--- config.mk ---
export PLATFORM = sky130hd
export DESIGN_NAME = boot_map_decoder
export DESIGN_NICKNAME = d
export VERILOG_FILES = /design/src/rtl/bmd_pkg.sv /design/src/rtl/bmd_region_decode.sv /design/src/rtl/bmd_ctrl_reg.sv /design/src/rtl/bmd_access_route.sv /design/src/rtl/boot_map_decoder.sv
export SDC_FILE = /design/constraint.sdc
export NUM_CORES = 1
export LEC_CHECK = 0
export ABC_CLOCK_PERIOD_IN_PS = 3400
export BUFFER_PORTS_ARGS = -buffer_cell sky130_fd_sc_hd__buf_2
export CORE_MARGIN = 3
export CORE_UTILIZATION = 39
export CTS_CLUSTER_DIAMETER = 50
export CTS_CLUSTER_SIZE = 40
export DETAILED_ROUTE_END_ITERATION = 16
export GPL_TIMING_DRIVEN = 0
export HOLD_SLACK_MARGIN = 0.05
export MAX_ROUTING_LAYER = met4
export PLACE_DENSITY_LB_ADDON = 0.1
export SYNTH_ARGS = -nofsm -noshare
export SYNTH_HDL_FRONTEND = slang
export SYNTH_SLANG_ARGS = --single-unit
export TNS_END_PERCENT = 30
--- constraint.sdc ---
create_clock -name clk -period 3.4 [get_ports clk]
set_clock_uncertainty 0.1 [all_clocks]
set_input_delay 0.68 -clock clk [delete_from_list [all_inputs] [get_ports clk]]
set_output_delay 0.68 -clock clk [all_outputs]
set_load 0.005 [all_outputs]
--- src/rtl/bmd_pkg.sv ---
package bmd_pkg;

   // Fine-grained address regions; the mode decides what each one means.
   typedef enum logic [3:0] {
      RG_NONE,
      RG_LOW_SYS,
      RG_LOW_PORT,
      RG_GOLD,
      RG_HOST_IO,
      RG_CARD_REG,
      RG_FW_VAR,
      RG_PATCH,
      RG_VID1,
      RG_VID2,
      RG_RAM_MID,
      RG_ROM_MIRROR,
      RG_RAM_HI,
      RG_SYS_ROM,
      RG_EXT_IO
   } region_e;

   typedef struct packed {
      logic rom;
      logic ram;
      logic host_io;
      logic card_reg;
      logic port_rom;
      logic sys_rom;
      logic ext_io;
   } sel_t;

   localparam logic [31:0] CARD_REG_BASE = 32'h0001_C000;

   function automatic region_e classify(input logic [31:0] a);
      if      (a < 32'h0000_C000) return RG_LOW_SYS;
      else if (a < 32'h0001_0000) return RG_LOW_PORT;
      else if (a < 32'h0001_8000) return RG_GOLD;
      else if (a < 32'h0001_C000) return RG_HOST_IO;
      else if (a < 32'h0001_C100) return RG_CARD_REG;
      else if (a < 32'h0001_C200) return RG_FW_VAR;
      else if (a < 32'h0002_0000) return RG_PATCH;
      else if (a < 32'h0002_8000) return RG_VID1;
      else if (a < 32'h0003_0000) return RG_VID2;
      else if (a < 32'h0004_0000) return RG_RAM_MID;
      else if (a < 32'h0005_0000) return RG_ROM_MIRROR;
      else if (a < 32'h0040_0000) return RG_RAM_HI;
      else if (a < 32'h0041_0000) return RG_SYS_ROM;
      else if (a < 32'h004C_0000) return RG_NONE;
      else if (a < 32'h0050_0000) return RG_EXT_IO;
      else                        return RG_NONE;
   endfunction

endpackage

--- src/rtl/bmd_region_decode.sv ---
module bmd_region_decode
   import bmd_pkg::*;
#(
   parameter int ADDR_W = 24
) (
   input  logic [ADDR_W-1:0] addr,
   output region_e           region
);
   localparam int EXT_W = 32;

   logic [EXT_W-1:0] addr_ext;

   assign addr_ext = EXT_W'(addr);
   assign region   = classify(addr_ext);

endmodule

--- src/rtl/bmd_ctrl_reg.sv ---
module bmd_ctrl_reg #(
   parameter int DATA_W        = 8,
   parameter int RUN_BIT       = 0,
   parameter int SCR2_BIT      = 1,
   parameter bit SECOND_SCREEN = 1'b1
) (
   input  logic              clk,
   input  logic              rst_n,
   input  logic              ctrl_we,
   input  logic [DATA_W-1:0] wdata,
   output logic              run_q,
   output logic              scr2_q
);
   logic unused_wdata;
   assign unused_wdata = ^wdata;

   // Run mode is sticky: only reset leaves it.
   always_ff @(posedge clk or negedge rst_n) begin
      if (!rst_n)                        run_q <= 1'b0;
      else if (ctrl_we && wdata[RUN_BIT]) run_q <= 1'b1;
   end

   generate
      if (SECOND_SCREEN) begin : g_scr2
         always_ff @(posedge clk or negedge rst_n) begin
            if (!rst_n)       scr2_q <= 1'b0;
            else if (ctrl_we) scr2_q <= wdata[SCR2_BIT];
         end
      end else begin : g_no_scr2
         assign scr2_q = 1'b0;
      end
   endgenerate

endmodule

--- src/rtl/bmd_access_route.sv ---
module bmd_access_route
   import bmd_pkg::*;
(
   input  region_e region,
   input  logic    rd_en,
   input  logic    wr_en,
   input  logic    run,
   input  logic    scr2,
   output sel_t    sel,
   output logic    wr_inhibit,
   output logic    mirror_wr
);
   logic valid;
   logic is_wr;
   sel_t pick;
   logic protect;
   logic mirror;

   assign valid = rd_en ^ wr_en;
   assign is_wr = valid & wr_en;

   always_comb begin
      pick    = '0;
      protect = 1'b0;
      mirror  = 1'b0;
      unique case (region)
         RG_LOW_SYS: begin
            if (run)        begin pick.ram = 1'b1; protect = 1'b1; end
            else if (rd_en) pick.rom = 1'b1;
            else            pick.ram = 1'b1;
         end
         RG_LOW_PORT: begin
            if (run)        pick.port_rom = 1'b1;
            else if (rd_en) pick.rom = 1'b1;
            else            pick.ram = 1'b1;
         end
         RG_GOLD, RG_PATCH: begin
            pick.ram = 1'b1;
            protect  = run;
         end
         RG_HOST_IO:  pick.host_io  = 1'b1;
         RG_CARD_REG: pick.card_reg = 1'b1;
         RG_FW_VAR:   pick.ram      = 1'b1;
         RG_VID1: begin
            pick.ram = 1'b1;
            mirror   = run;
         end
         RG_VID2: begin
            pick.ram = 1'b1;
            mirror   = run & scr2;
         end
         RG_RAM_MID, RG_RAM_HI: pick.ram = 1'b1;
         RG_ROM_MIRROR: begin
            if (run) pick.ram = 1'b1;
            else     pick.rom = 1'b1;
         end
         RG_SYS_ROM: pick.sys_rom = 1'b1;
         RG_EXT_IO:  pick.ext_io  = run;
         default:    pick = '0;
      endcase
   end

   assign sel        = valid ? pick : '0;
   assign wr_inhibit = is_wr & protect;
   assign mirror_wr  = is_wr & mirror;

endmodule

--- src/rtl/boot_map_decoder.sv ---
module boot_map_decoder
   import bmd_pkg::*;
#(
   parameter int          ADDR_W        = 24,
   parameter int          DATA_W        = 8,
   parameter logic [7:0]  CTRL_OFS      = 8'h00,
   parameter int          RUN_BIT       = 0,
   parameter int          SCR2_BIT      = 1,
   parameter bit          SECOND_SCREEN = 1'b1
) (
   input  logic              clk,
   input  logic              rst_n,
   input  logic [ADDR_W-1:0] addr,
   input  logic              rd_en,
   input  logic              wr_en,
   input  logic [DATA_W-1:0] wdata,
   output logic              sel_rom,
   output logic              sel_ram,
   output logic              sel_host_io,
   output logic              sel_card_reg,
   output logic              sel_port_rom,
   output logic              sel_sys_rom,
   output logic              sel_ext_io,
   output logic              wr_inhibit,
   output logic              mirror_wr
);
   localparam logic [31:0] CTRL_ADDR = CARD_REG_BASE + 32'(CTRL_OFS);

   generate
      if (ADDR_W < 23 || ADDR_W > 32) begin : g_bad_addr_w
         $error("boot_map_decoder: ADDR_W must be 23..32");
      end
      if (RUN_BIT >= DATA_W || SCR2_BIT >= DATA_W || RUN_BIT == SCR2_BIT) begin : g_bad_bits
         $error("boot_map_decoder: control bit positions invalid");
      end
   endgenerate

   region_e region;
   logic    run_q;
   logic    scr2_q;
   logic    ctrl_we;
   sel_t    sel;

   assign ctrl_we = wr_en & ~rd_en & (32'(addr) == CTRL_ADDR);

   bmd_region_decode #(.ADDR_W(ADDR_W)) u_region (
      .addr   (addr),
      .region (region)
   );

   bmd_ctrl_reg #(
      .DATA_W        (DATA_W),
      .RUN_BIT       (RUN_BIT),
      .SCR2_BIT      (SCR2_BIT),
      .SECOND_SCREEN (SECOND_SCREEN)
   ) u_ctrl (
      .clk     (clk),
      .rst_n   (rst_n),
      .ctrl_we (ctrl_we),
      .wdata   (wdata),
      .run_q   (run_q),
      .scr2_q  (scr2_q)
   );

   bmd_access_route u_route (
      .region     (region),
      .rd_en      (rd_en),
      .wr_en      (wr_en),
      .run        (run_q),
      .scr2       (scr2_q),
      .sel        (sel),
      .wr_inhibit (wr_inhibit),
      .mirror_wr  (mirror_wr)
   );

   assign sel_rom      = sel.rom;
   assign sel_ram      = sel.ram;
   assign sel_host_io  = sel.host_io;
   assign sel_card_reg = sel.card_reg;
   assign sel_port_rom = sel.port_rom;
   assign sel_sys_rom  = sel.sys_rom;
   assign sel_ext_io   = sel.ext_io;

endmodule

# --- Word level (Yosys, flattened, before mapping) ---
# Index checks and enable logic that the tools add are counted.
# Widths: inputs -> output; s select.
word_totals:
  elab_cells: 75
  regBits: 2
  output_inout_bits: 9
  input_bits: 36
classes:
  reduce_logical: 3
  eq_ne: 15
  n_lt_le_gt_ge: 15
  n_mux: 32
  bitwise_logic: 8
op_table:
  columns: ["op", "n"]
  rows:
  - ["$lt 24x17->1 const B", 5]
  - ["$lt 24x23->1 const B", 4]
  - ["$lt 24x18->1 const B", 3]
  - ["$mux 4", 15]
  - ["$lt 24x19->1 const B", 2]
  - ["$eq 4x4->1 const B", 7]
  - ["$eq 24x17->1 const B", 1]
  - ["$lt 24x16->1 const B", 1]
  - ["$eq 4x3->1 const B", 4]
  - ["$mux 1", 11]
  - ["$eq 4x2->1 const B", 2]
  - ["$mux 7", 1]
  - ["$reduce_or 7->1", 1]
  - ["$and 1x1->1", 6]
  - ["$eq 4x1->1 const B", 1]
  - ["$pmux 1 s2", 2]
  - ["$pmux 1 s4", 1]
  - ["$pmux 1 s3", 1]
  - ["$mux 2", 1]
  - ["$reduce_or 2->1", 1]
  - ["$logic_and 1x1->1", 1]
  - ["$not 1->1", 1]
  - ["$xor 1x1->1", 1]

# --- Longest topological paths before layout ---
# Gate-level depths: netlist of the first run.
depth:
  depth_word: 20
  ltp_mapped: 7
  mapped_depth_nobuf: 6

# --- Cells and area by module ---
# A second synthesis of the first run with hierarchy kept.
unflattened:
  cells_unflattened: 88
  area_unflattened_um2: 614.3
by_module_without_submodules:
  columns: ["mod", "cells_each", "area_per_inst_um2", "n_inst", "seq_area_each_um2"]
  rows:
  - ["bmd_region_decode", 40, 251.5, 1, 0.0]
  - ["bmd_access_route", 34, 203.9, 1, 0.0]
  - ["boot_map_decoder", 10, 85.1, 1, 0.0]
  - ["bmd_ctrl_reg", 4, 73.8, 1, 50.0]

# --- Worst setup path after synthesis of the first run ---
# OpenSTA, ideal clock, no wires.
synth_timing:
  kind: "input to output"
  startpoint: "in addr[22]"
  endpoint: "out sel_ram"
  arrival_time_ps: 2286
  path_buffers: 1
  stages: 6
  path_slack_ps: 334
  t_required_ps: 2620
  path_cell_list: "buf_2 > mux2_4 > o41ai_4 > o21ai_1 > or4b_1 > o2111ai_1"
synth_via:
  elab_chain_cells: 20
  elab_cells_between_ends: 43
  classes_between: "order compare: 15; eq/ne: 10; mux: 17; reduce/logical: 1"
synth_rtl:
  columns: ["element", "line", "source"]
  rows:
  - ["from (decl)", "boot_map_decoder.sv:13", "input logic [ADDR_W-1:0] addr,"]
  - ["$lt 24x23->1", "bmd_pkg.sv:49", "else if (a < 32'h0050_0000) return RG_EXT_IO;"]
  - ["$mux 4", "bmd_pkg.sv:49", null]
  - ["$mux 4", "bmd_pkg.sv:48", "else if (a < 32'h004C_0000) return RG_NONE;"]
  - ["$mux 4", "bmd_pkg.sv:47", "else if (a < 32'h0041_0000) return RG_SYS_ROM;"]
  - ["$mux 4", "bmd_pkg.sv:46", "else if (a < 32'h0040_0000) return RG_RAM_HI;"]
  - ["$mux 4", "bmd_pkg.sv:45", "else if (a < 32'h0005_0000) return RG_ROM_MIRROR;"]
  - ["$mux 4", "bmd_pkg.sv:44", "else if (a < 32'h0004_0000) return RG_RAM_MID;"]
  - ["$mux 4", "bmd_pkg.sv:43", "else if (a < 32'h0003_0000) return RG_VID2;"]
  - ["[... 4 more ...]", null, null]
  - ["$mux 4", "bmd_pkg.sv:38", "else if (a < 32'h0001_C000) return RG_HOST_IO;"]
  - ["$mux 4", "bmd_pkg.sv:37", "else if (a < 32'h0001_8000) return RG_GOLD;"]
  - ["$mux 4", "bmd_pkg.sv:36", "else if (a < 32'h0001_0000) return RG_LOW_PORT;"]
  - ["$mux 4 *", "bmd_pkg.sv:35", "if (a < 32'h0000_C000) return RG_LOW_SYS;"]
  - ["$eq 4x2->1, or another cell as far along", "bmd_access_route.sv:26", "unique case (region)"]
  - ["$reduce_or 7->1 (no line)", null, null]
  - ["$pmux 1 s4 *", "bmd_access_route.sv:26", null]
  - ["$mux 7 *", "bmd_access_route.sv:63", "assign sel = valid ? pick : '0;"]
  - ["to (decl)", "boot_map_decoder.sv:18", "output logic sel_ram,"]
# Every way passes the cells marked *; elsewhere a longest branch is shown, timed or not.

# --- Worst setup path after layout of the first run ---
layout_timing:
  startpoint: "in addr[21]"
  endpoint: "out sel_ram"
# The elaborated chain is that of the path after synthesis.

==> results of run 1 <==
## power by group through the flow
| stage | registers, mW | logic (mW) | clock network, mW |
|---|---|---|---|
| after floorplan | 0.0242 | 0.0317 | 0 |
| after global placement | 0.0242 | 0.0563 | 0 |
| after detailed placement | 0.0242 | 0.0575 | 0 |
| after CTS | 0.0240 | 0.0583 | 0.0538 |
| after global routing | 0.0240 | 0.0688 | 0.0574 |
| final | 0.0240 | 0.0617 | 0.0506 |
## cells in the final DEF, fill, tap and decap left out, types with 2 or more instances in the layout
cell,Yosys,layout
clkbuf_4,0,3
buf_2,1,36
or3_1,4,3
nor4_1,5,4
nand2_1,7,7
dfrtp_1,2,2
a21oi_1,5,4
a21o_1,4,4
or2_2,2,2
nor2_1,7,7
a211oi_1,3,3
and3_1,2,2
nand3_1,3,3
inv_1,3,3
nor3_1,6,6
buf_4,1,2
nand2b_1,5,5
## stage by stage
step	hold slack, ns	utilization
4_1_cts	0.136	0.601
3_5_place_dp	0.373	0.579
6_report	0.142	0.626
5_1_grt	0.124	0.626
2_1_floorplan	0.284	-
3_3_place_gp	0.367	0.579
## worst max-delay path by stage
stage          slack [ns]     endpoint  depth (start not counted)  startpoint
2_1_floorplan        0.33      sel_ram                          6    addr[22]
3_3_place_gp        -0.03    mirror_wr                          8    addr[21]
3_5_place_dp        -0.07    mirror_wr                          8    addr[21]
4_1_cts             -0.01      sel_ram                          7    addr[21]
5_1_grt              0.01  sel_host_io                          9    addr[22]
6_report             0.11      sel_ram                          7    addr[21]
## state kept, by name, indices dropped and copies added, names as in the netlist
signal         count
u_ctrl.run_q       1
u_ctrl.scr2_q      1
## cell type report
type,instances,area share
buffer,3,0.0190
timing repair buffer,36,0.213
sequential,2,0.0585
tap,15,0.0219
inverter,3,0.0132
multi-input combinational,77,0.648
clock buffer,3,0.0263
## synth_stat cells (all sizes together), types with 2 or more instances
cell / count
nand2b: 5
dfrtp: 2
inv: 3
and3: 2
or2: 2
nor2: 7
or3: 4
buf: 2
mux2: 2
or4b: 2
nand3: 3
o21ai: 2
nand2: 8
a211oi: 3
nor3: 7
a21oi: 5
a21o: 4
nor4: 5
## layer usage
layer / up-vias / global-route usage / part of all wire / routed length (µm)
li1: 412 / - / - / -
met1: 361 / 0.247 / 0.44 / 772
met2: 30 / 0.336 / 0.49 / 874
met3: 0 / 0.0239 / 0.070 / 124
met4: 0 / 0.0585 / 0 / 0
met5: - / - / 0 / 0
## logic make-up after synthesis
kind of cell,share of synthesized area
flops,0.0839
buf+inv,0.0461
mux,0.0440
xor+xnor,0.0147
simple gates,0.501
fa+ha+maj,0.0210
compound gates,0.289
## repair_timing
action	in CTS	in global routing
endpoints found under the setup margin	2	7
resized for setup	1	5
setup buffers	0	1
pin swaps	0	2
hold buffers	0	0
==> results.md, run 1 <==
- Layout cells sized above 1: 0.444
- Lkg Pwr: 0.402 nW
- Seq cells post-synth: 2
- Maximum clock rate: 304 MHz
- DRC Markers: 0
- Worst-path clk slew: 0.03 ns
- Cell Area, Placed: 791 µm²
- DPL Wire Length: 1.48 mm
- Max rail drop VDD: 0.000145 V
- Area leader, netlist: dfrtp_1
- Largest net degree at the start of global routing: 10
- Final min period: 3.29 ns
- Power share of the combinational group: 0.453
- Std cell rows: 13
- Cts bufs inserted: 3
- Vias: 803
- Initial antenna violation count: 0
- GR Util All Layers: 0.200
- Yosys top cell area share: 0.0839
- Chip Height: 45.1 µm
- IO buf count: 35
- Crit share post-route: 0.969
- Routed len/inst: 12.7 µm
- Synth async-reset ratio: 1.00
- P&R area growth vs syn: 43.4%
- Critical Path End Type: output pin
- Final Hold Violating Endpoints: 0
- Clock share of power: 0.371
- Post-route cell area: 856 µm²
- Buf+Inv Stages, Crit Path: 2
- CTS tree: done
- # nets final: 163
- # setup viols final: 0
- Most area-consuming cells after synthesis: dfrtp_1, nand2b_1, nor4_1
- Power Internal: 0.0917 mW
- Num Clock Sinks: 2
- Worst r2r path cells: 1
- Worst-case clock buffer depth: 2
- Avg Vias per Cell: 5.78
- Worst Setup Path Type: in -> out
- Worst EP arrival: 2.51 ns
- Post-Syn Area: 597 µm²
- Total gr overflow: 0
- Core area: 1370 µm²
- R2R setup slack: 2.53 ns
- First-pass GRT wire length: 3.04 mm
- Cell mode on critical path: buf_2
- Worst rel slew slack: 0.638
- Post-synth EDFFs: 0
- DIE AREA: 2040 µm²
- Seq/Total Area, Yosys: 0.0839
- Maxcap violations: 0
- Fillers: 140
- RSZ-0062 raised after global routing: no
- Sw power: 0.0446 mW
- Status: complete, no violations
- Actual slew at the worst max-slew pin: 0.538 ns
- Routed wire length: 1.77 mm
- CP top delay family: simple AND/OR/NAND/NOR gates
- Critical Path, Cell by Cell: buf_2, or3_4, o41ai_4, o21ai_1, or4b_1, o2111ai_1, buf_2
- Net count after synthesis: 122
- Initial Utilization: 0.437
- Sw Ratio: 0.327
- Clk root buf: clkbuf_4
- Reg2reg end: u_ctrl.scr2_q$_DFFE_PN0P_
- Flop pwr share: 0.176
- Fin worst setup slack: 0.105 ns
- Antenna Violating Nets Remaining: 0
- DR iter-0 viols: 8
- Ports: 45
- Syn avg cell area: 7.02 µm²
- Slowest CP cell: or4b_1
- Slew Viols, Final: 0
- Post-route insts no fill: 139
- Reg-to-Reg Start: u_ctrl.scr2_q$_DFFE_PN0P_
- Ant. Diodes: 0
- Pwr Density: 159 nW/µm²
- Critical Path RT: 2.62 ns
- Tot Pwr: 0.136 mW
- Synth warn: 0
- Vias in the first global route: 756
- Setup WS pre-CTS: -0.0656 ns
- Register area: 50.0 µm²
- Setup TNS after final layout: 0 ns
- Footprint of the multi-input gates: 554 µm²
- Horiz. Die Dim: 45.1 µm
- Worst hold path type: in -> async
- Count of different cell masters after synthesis: 41
- H-tree depth: 1
- Final Wtd Congestion: 0.805
- Insertion delay to the later sink of the worst-skew pair: 0.22 ns
- Synth Flop Type: dfrtp_1
- Drt pass-1 iters: 4
- Post-Place Cells: 135
- Maximum fanout along the worst path: 5
- Cells after synthesis: 85
- Startpoint Class: primary input
- Crit path largest cell delay: 0.53 ns
(Power assumes the default switching activity.)
==> run 2: changes to the inputs <==
--- a/config.mk
+++ b/config.mk
@@ -7,8 +7,10 @@
 export LEC_CHECK = 0
 export ABC_CLOCK_PERIOD_IN_PS = 3400
 export BUFFER_PORTS_ARGS = -buffer_cell sky130_fd_sc_hd__buf_2
+export CELL_PAD_IN_SITES_DETAIL_PLACEMENT = 1
+export CELL_PAD_IN_SITES_GLOBAL_PLACEMENT = 1
 export CORE_MARGIN = 3
-export CORE_UTILIZATION = 39
+export CORE_UTILIZATION = 25
 export CTS_CLUSTER_DIAMETER = 50
 export CTS_CLUSTER_SIZE = 40
 export DETAILED_ROUTE_END_ITERATION = 16
==> run 2 against run 1 <==
Utilization is 22 points lower. Critical path depth is the same. Sequential share of layout area fell by 0.34 points. Count of clock-buffer cells in the layout is the same. Register-to-register slack better by 0.03 ns. Hold slack got worse by 0.0062 ns. Critical path type unchanged. Via count down 0.50%. Combinational power grew 5.5%. Highest routed layer unchanged. Die area rose by 48%.
==> results.md, run 2 (same netlist as run 1, synthesis figures left out) <==
- Status: complete, no violations
- # setup viols final: 0
- Worst-case clock buffer depth: 2
- Antenna Violating Nets Remaining: 0
- Worst EP arrival: 2.54 ns
- P&R area growth vs syn: 52.2%
- DPL Wire Length: 1.65 mm
- Post-route insts no fill: 154
- Reg2reg end: u_ctrl.scr2_q$_DFFE_PN0P_
- Routed wire length: 2.06 mm
- Vias: 799
- Actual slew at the worst max-slew pin: 0.399 ns
- Lkg Pwr: 0.426 nW
- Biggest regs: u_ctrl.run_q (1), u_ctrl.scr2_q (1)
- Drt pass-1 iters: 2
- DRC Markers: 0
- Final min period: 3.32 ns
- Vias in the first global route: 753
- Cell Area, Placed: 807 µm²
- Startpoint Class: primary input
- # nets final: 165
- Initial Utilization: 0.267
- First-pass GRT wire length: 3.20 mm
- Hold Buf Count CTS: 0
- Num Clock Sinks: 2
- Post-Place Cells: 148
- Post-route cell area: 908 µm²
- RSZ-0062 raised after global routing: yes
- Pwr Density: 155 nW/µm²
- Std cell rows: 17
- Insertion delay to the later sink of the worst-skew pair: 0.22 ns
- Initial antenna violation count: 0
- Setup crit start: addr[20]
- Routed len/inst: 13.3 µm
- IO buf count: 35
- Avg Vias per Cell: 5.19
- Worst r2r path cells: 1
- Maxcap violations: 0
- Critical Path RT: 2.62 ns
- Crit share post-route: 0.976
- Reg-to-Reg Start: u_ctrl.scr2_q$_DFFE_PN0P_
- R2R setup slack: 2.56 ns
- DR iter-0 viols: 3
- CTS tree: done
- Ant. Diodes: 0
- Worst rel slew slack: 0.732
- Total gr overflow: 0
- Max rail drop VDD: 0.000157 V
- Largest net degree at the start of global routing: 10
- Most common cell after layout, fill and taps aside: buf_2
- Most frequent cells in the layout: buf_2, nor2_1, nand2_1
- DIE AREA: 3010 µm²
- Core area: 2230 µm²
- GR Util All Layers: 0.151
- Fillers: 312
- Maximum fanout along the worst path: 5
- Final Wtd Congestion: 0.773
- Setup TNS after final layout: 0 ns
- H-tree depth: 1
- Critical Path End Type: output pin
- Clk root buf: clkbuf_4
- Horiz. Die Dim: 54.9 µm
- Chip Height: 54.9 µm
- Tot Pwr: 0.141 mW
- Maximum clock rate: 301 MHz
- Worst hold path type: in -> async
- Worst-path clk slew: 0.03 ns
- Final Hold Violating Endpoints: 0
- Worst Setup Path Type: in -> out
- Cts bufs inserted: 3
- Slew Viols, Final: 0
- Ports: 45
- Layout cells sized above 1: 0.476
[run 2: routing by layer]
metal	GRT usage	routed length [µm]
met1	0.170	884
met2	0.268	1100
met3	0.0245	70
met4	0.0498	0
met5	-	0
[run 2: worst max path at each step]
stage / endpoint / slack (ns) / cells past startpoint
5_1_grt: sel_ram / -0.03 / 7
2_1_floorplan: sel_ram / 0.33 / 6
3_5_place_dp: mirror_wr / -0.07 / 8
6_report: sel_ram / 0.08 / 7
4_1_cts: sel_ram / -0.04 / 7
3_3_place_gp: mirror_wr / -0.09 / 8
[run 2: critical path: stages]
cell and delay, ns:
buf_2 0.11, or3_4 0.44, o41ai_4 0.46, o21ai_1 0.11
or4b_1 0.50, o2111ai_2 0.08, buf_2 0.14
[run 2: timing repair]
item	in CTS	in global routing
setup buffers	0	3
pin swaps	0	5
resized for setup	1	10
hold endpoints to repair	0	0
setup endpoints to repair	2	8
[run 2: power breakdown]
| group | leakage, nW | internal [mW] | total (mW) | switching [mW] |
|---|---|---|---|---|
| clock network | 0.0138 | 0.0389 | 0.0520 | 0.0131 |
| registers | 0.0280 | 0.0240 | 0.0240 | 0.0000000231 |
| logic | 0.384 | 0.0300 | 0.0651 | 0.0351 |
[run 2: final cells by class]
| class | count | area (µm²) | share of cell area |
|---|---|---|---|
| clock buffers | 3 | 22.5 | 0.0248 |
| multi-input cells | 77 | 574 | 0.632 |
| inverters | 3 | 11.3 | 0.0124 |
| well taps | 28 | 35.0 | 0.0386 |
| flip-flops and latches | 2 | 50.0 | 0.0551 |
| plain buffers | 3 | 17.5 | 0.0193 |
| repair buffers | 38 | 198 | 0.218 |
[run 2: per-stage QoR]
| stage | worst slack, ns | utilization | hold WS [ns] |
|---|---|---|---|
| finish | 0.0827 | 0.407 | 0.135 |
| detailed placement | -0.0666 | 0.361 | 0.371 |
| CTS | -0.0387 | 0.375 | 0.130 |
| global route | -0.0270 | 0.407 | 0.127 |
| floorplan | 0.334 | - | 0.284 |
| global placement | -0.0899 | 0.361 | 0.366 |
==> run 3: changes to the inputs <==
--- a/config.mk
+++ b/config.mk
@@ -5,12 +5,12 @@
 export SDC_FILE = /design/constraint.sdc
 export NUM_CORES = 1
 export LEC_CHECK = 0
-export ABC_CLOCK_PERIOD_IN_PS = 3400
+export ABC_CLOCK_PERIOD_IN_PS = 3000
 export BUFFER_PORTS_ARGS = -buffer_cell sky130_fd_sc_hd__buf_2
 export CELL_PAD_IN_SITES_DETAIL_PLACEMENT = 1
 export CELL_PAD_IN_SITES_GLOBAL_PLACEMENT = 1
 export CORE_MARGIN = 3
-export CORE_UTILIZATION = 25
+export CORE_UTILIZATION = 23
 export CTS_CLUSTER_DIAMETER = 50
 export CTS_CLUSTER_SIZE = 40
 export DETAILED_ROUTE_END_ITERATION = 16
==> constraint.sdc (replaced) <==
create_clock -name clk -period 3 [get_ports clk]
set_clock_uncertainty 0.1 [all_clocks]
set_input_delay 0.6 -clock clk [delete_from_list [all_inputs] [get_ports clk]]
set_output_delay 0.6 -clock clk [all_outputs]
set_load 0.005 [all_outputs]
==> run 3 against run 2 <==
The flow now finishes with violations (negative setup slack). Hold slack better by 0.27 ns. Power grew 22%. Sequential power grew 13%. Critical path type unchanged.
==> results.md, run 3 (same netlist as run 1, synthesis figures left out) <==
- Post-Place Cells: 148
- Worst Setup Path Type: in -> out
- Total gr overflow: 0
- Final Hold Violating Endpoints: 0
- Largest net degree at the start of global routing: 10
- Cts bufs inserted: 3
- Initial antenna violation count: 0
- Pwr Density: 168 nW/µm²
- Setup TNS after final layout: -0.207 ns
- Tot Pwr: 0.172 mW
- H-tree depth: 1
- Chip Height: 56.9 µm
- Vias in the first global route: 865
- Max rail drop VDD: 0.000136 V
- Cell Area, Placed: 807 µm²
- Maximum clock rate: 324 MHz
- Clk root buf: clkbuf_4
- Final Wtd Congestion: 0.765
- GR Util All Layers: 0.145
- Biggest regs: u_ctrl.run_q (1), u_ctrl.scr2_q (1)
- Maxcap violations: 0
- Vias: 855
- Post-route insts no fill: 159
- Maximum fanout along the worst path: 5
- Drt pass-1 iters: 2
- Std cell rows: 17
- Lkg Pwr: 0.473 nW
- Worst-path clk slew: 0.03 ns
- DPL Wire Length: 1.76 mm
- Core area: 2340 µm²
- Failing checks: negative setup slack
- Critical Path RT: 2.30 ns
- Ant. Diodes: 0
- Layout cells sized above 1: 0.565
- RSZ-0062 raised after global routing: yes
- # setup viols final: 5
- Worst EP arrival: 2.38 ns
- # nets final: 170
- IO buf count: 35
- Setup WS pre-CTS: -0.370 ns
- CTS tree: done
- Worst rel slew slack: 0.716
- Crit share post-route: 1.03
- Post-route cell area: 1020 µm²
- P&R area growth vs syn: 71.5%
- Horiz. Die Dim: 56.9 µm
- Routed wire length: 2.30 mm
- Num Clock Sinks: 2
- Ports: 45
- Insertion delay to the later sink of the worst-skew pair: 0.22 ns
- Most common cell after layout, fill and taps aside: buf_2
- Final core utilization: 0.437
- Worst hold margin: 0.409 ns
- First-pass GRT wire length: 3.77 mm
- Final min period: 3.08 ns
- Worst-case clock buffer depth: 2
- Worst hold path type: reg -> reg
- DR iter-0 viols: 7
- Initial Utilization: 0.255
- Startpoint Class: primary input
- Antenna Violating Nets Remaining: 0
- DRC Markers: 0
- Status: complete, but fails checks
- Most frequent cells in the layout: buf_2, buf_4, nor2_1, nand2_1
- Slew Viols, Final: 0
- DIE AREA: 3240 µm²
- Critical Path End Type: output pin
- Actual slew at the worst max-slew pin: 0.423 ns
- Fillers: 296
- Avg Vias per Cell: 5.38
- Routed len/inst: 14.4 µm
- Fin worst setup slack: -0.0830 ns
[run 3: changes by cell type in the layout (fill, tap and decap cells not counted), sizes merged]
cell         previous run  this run
buf                    40        44
dlygate4sd3             0         1
[run 3: metal layers]
metal / global-route usage / vias up / part of all wire
met5: - / - / 0
met4: 0.0298 / 0 / 0
met3: 0.0113 / 0 / 0.040
met2: 0.264 / 20 / 0.54
met1: 0.172 / 408 / 0.42
li1: - / 427 / -
[run 3: path summary, 6_finish.rpt]
path,start,endpoint,slack (ns),depth (start not counted)
hold reg to reg,u_ctrl.scr2_q$_DFFE_PN0P_,u_ctrl.scr2_q$_DFFE_PN0P_,0.41,1
max in group asynchronous,rst_n,u_ctrl.run_q$_DFFE_PN0P_,2.09,2
hold / removal,u_ctrl.scr2_q$_DFFE_PN0P_,u_ctrl.scr2_q$_DFFE_PN0P_,0.41,1
setup / recovery,addr[20],sel_ram,-0.08,7
setup reg to reg,u_ctrl.scr2_q$_DFFE_PN0P_,u_ctrl.scr2_q$_DFFE_PN0P_,2.16,1
min in group asynchronous,rst_n,u_ctrl.scr2_q$_DFFE_PN0P_,0.61,2
[run 3: repair_timing]
item,CTS,global route
gates resized for setup,21,8
pin swaps,12,7
hold endpoints to repair,1,0
hold buffers,1,0
setup buffers,6,1
endpoints found under the setup margin,8,7
[run 3: final cells by class]
cell class / instances / area [µm²] / area share
inverter: 3 / 11.3 / 0.0110
timing repair buffer: 43 / 255 / 0.249
buffer: 3 / 20.0 / 0.0196
sequential: 2 / 50.0 / 0.0489
multi-input combinational: 77 / 629 / 0.615
tap: 28 / 35.0 / 0.0342
clock buffer: 3 / 22.5 / 0.0220
[run 3: worst max-delay path, cell delays in order]
cell and delay (ns):
buf_6 0.09, or3_4 0.44, o41ai_4 0.38, o21ai_1 0.15, or4b_4 0.50, o2111ai_2 0.07, buf_2 0.14
[run 3: power by group]
part / switching [mW] / total [mW] / leakage (nW) / internal (mW)
clock network: 0.0145 / 0.0585 / 0.0138 / 0.0441
logic: 0.0443 / 0.0862 / 0.432 / 0.0419
registers: 0.0000000287 / 0.0272 / 0.0280 / 0.0272
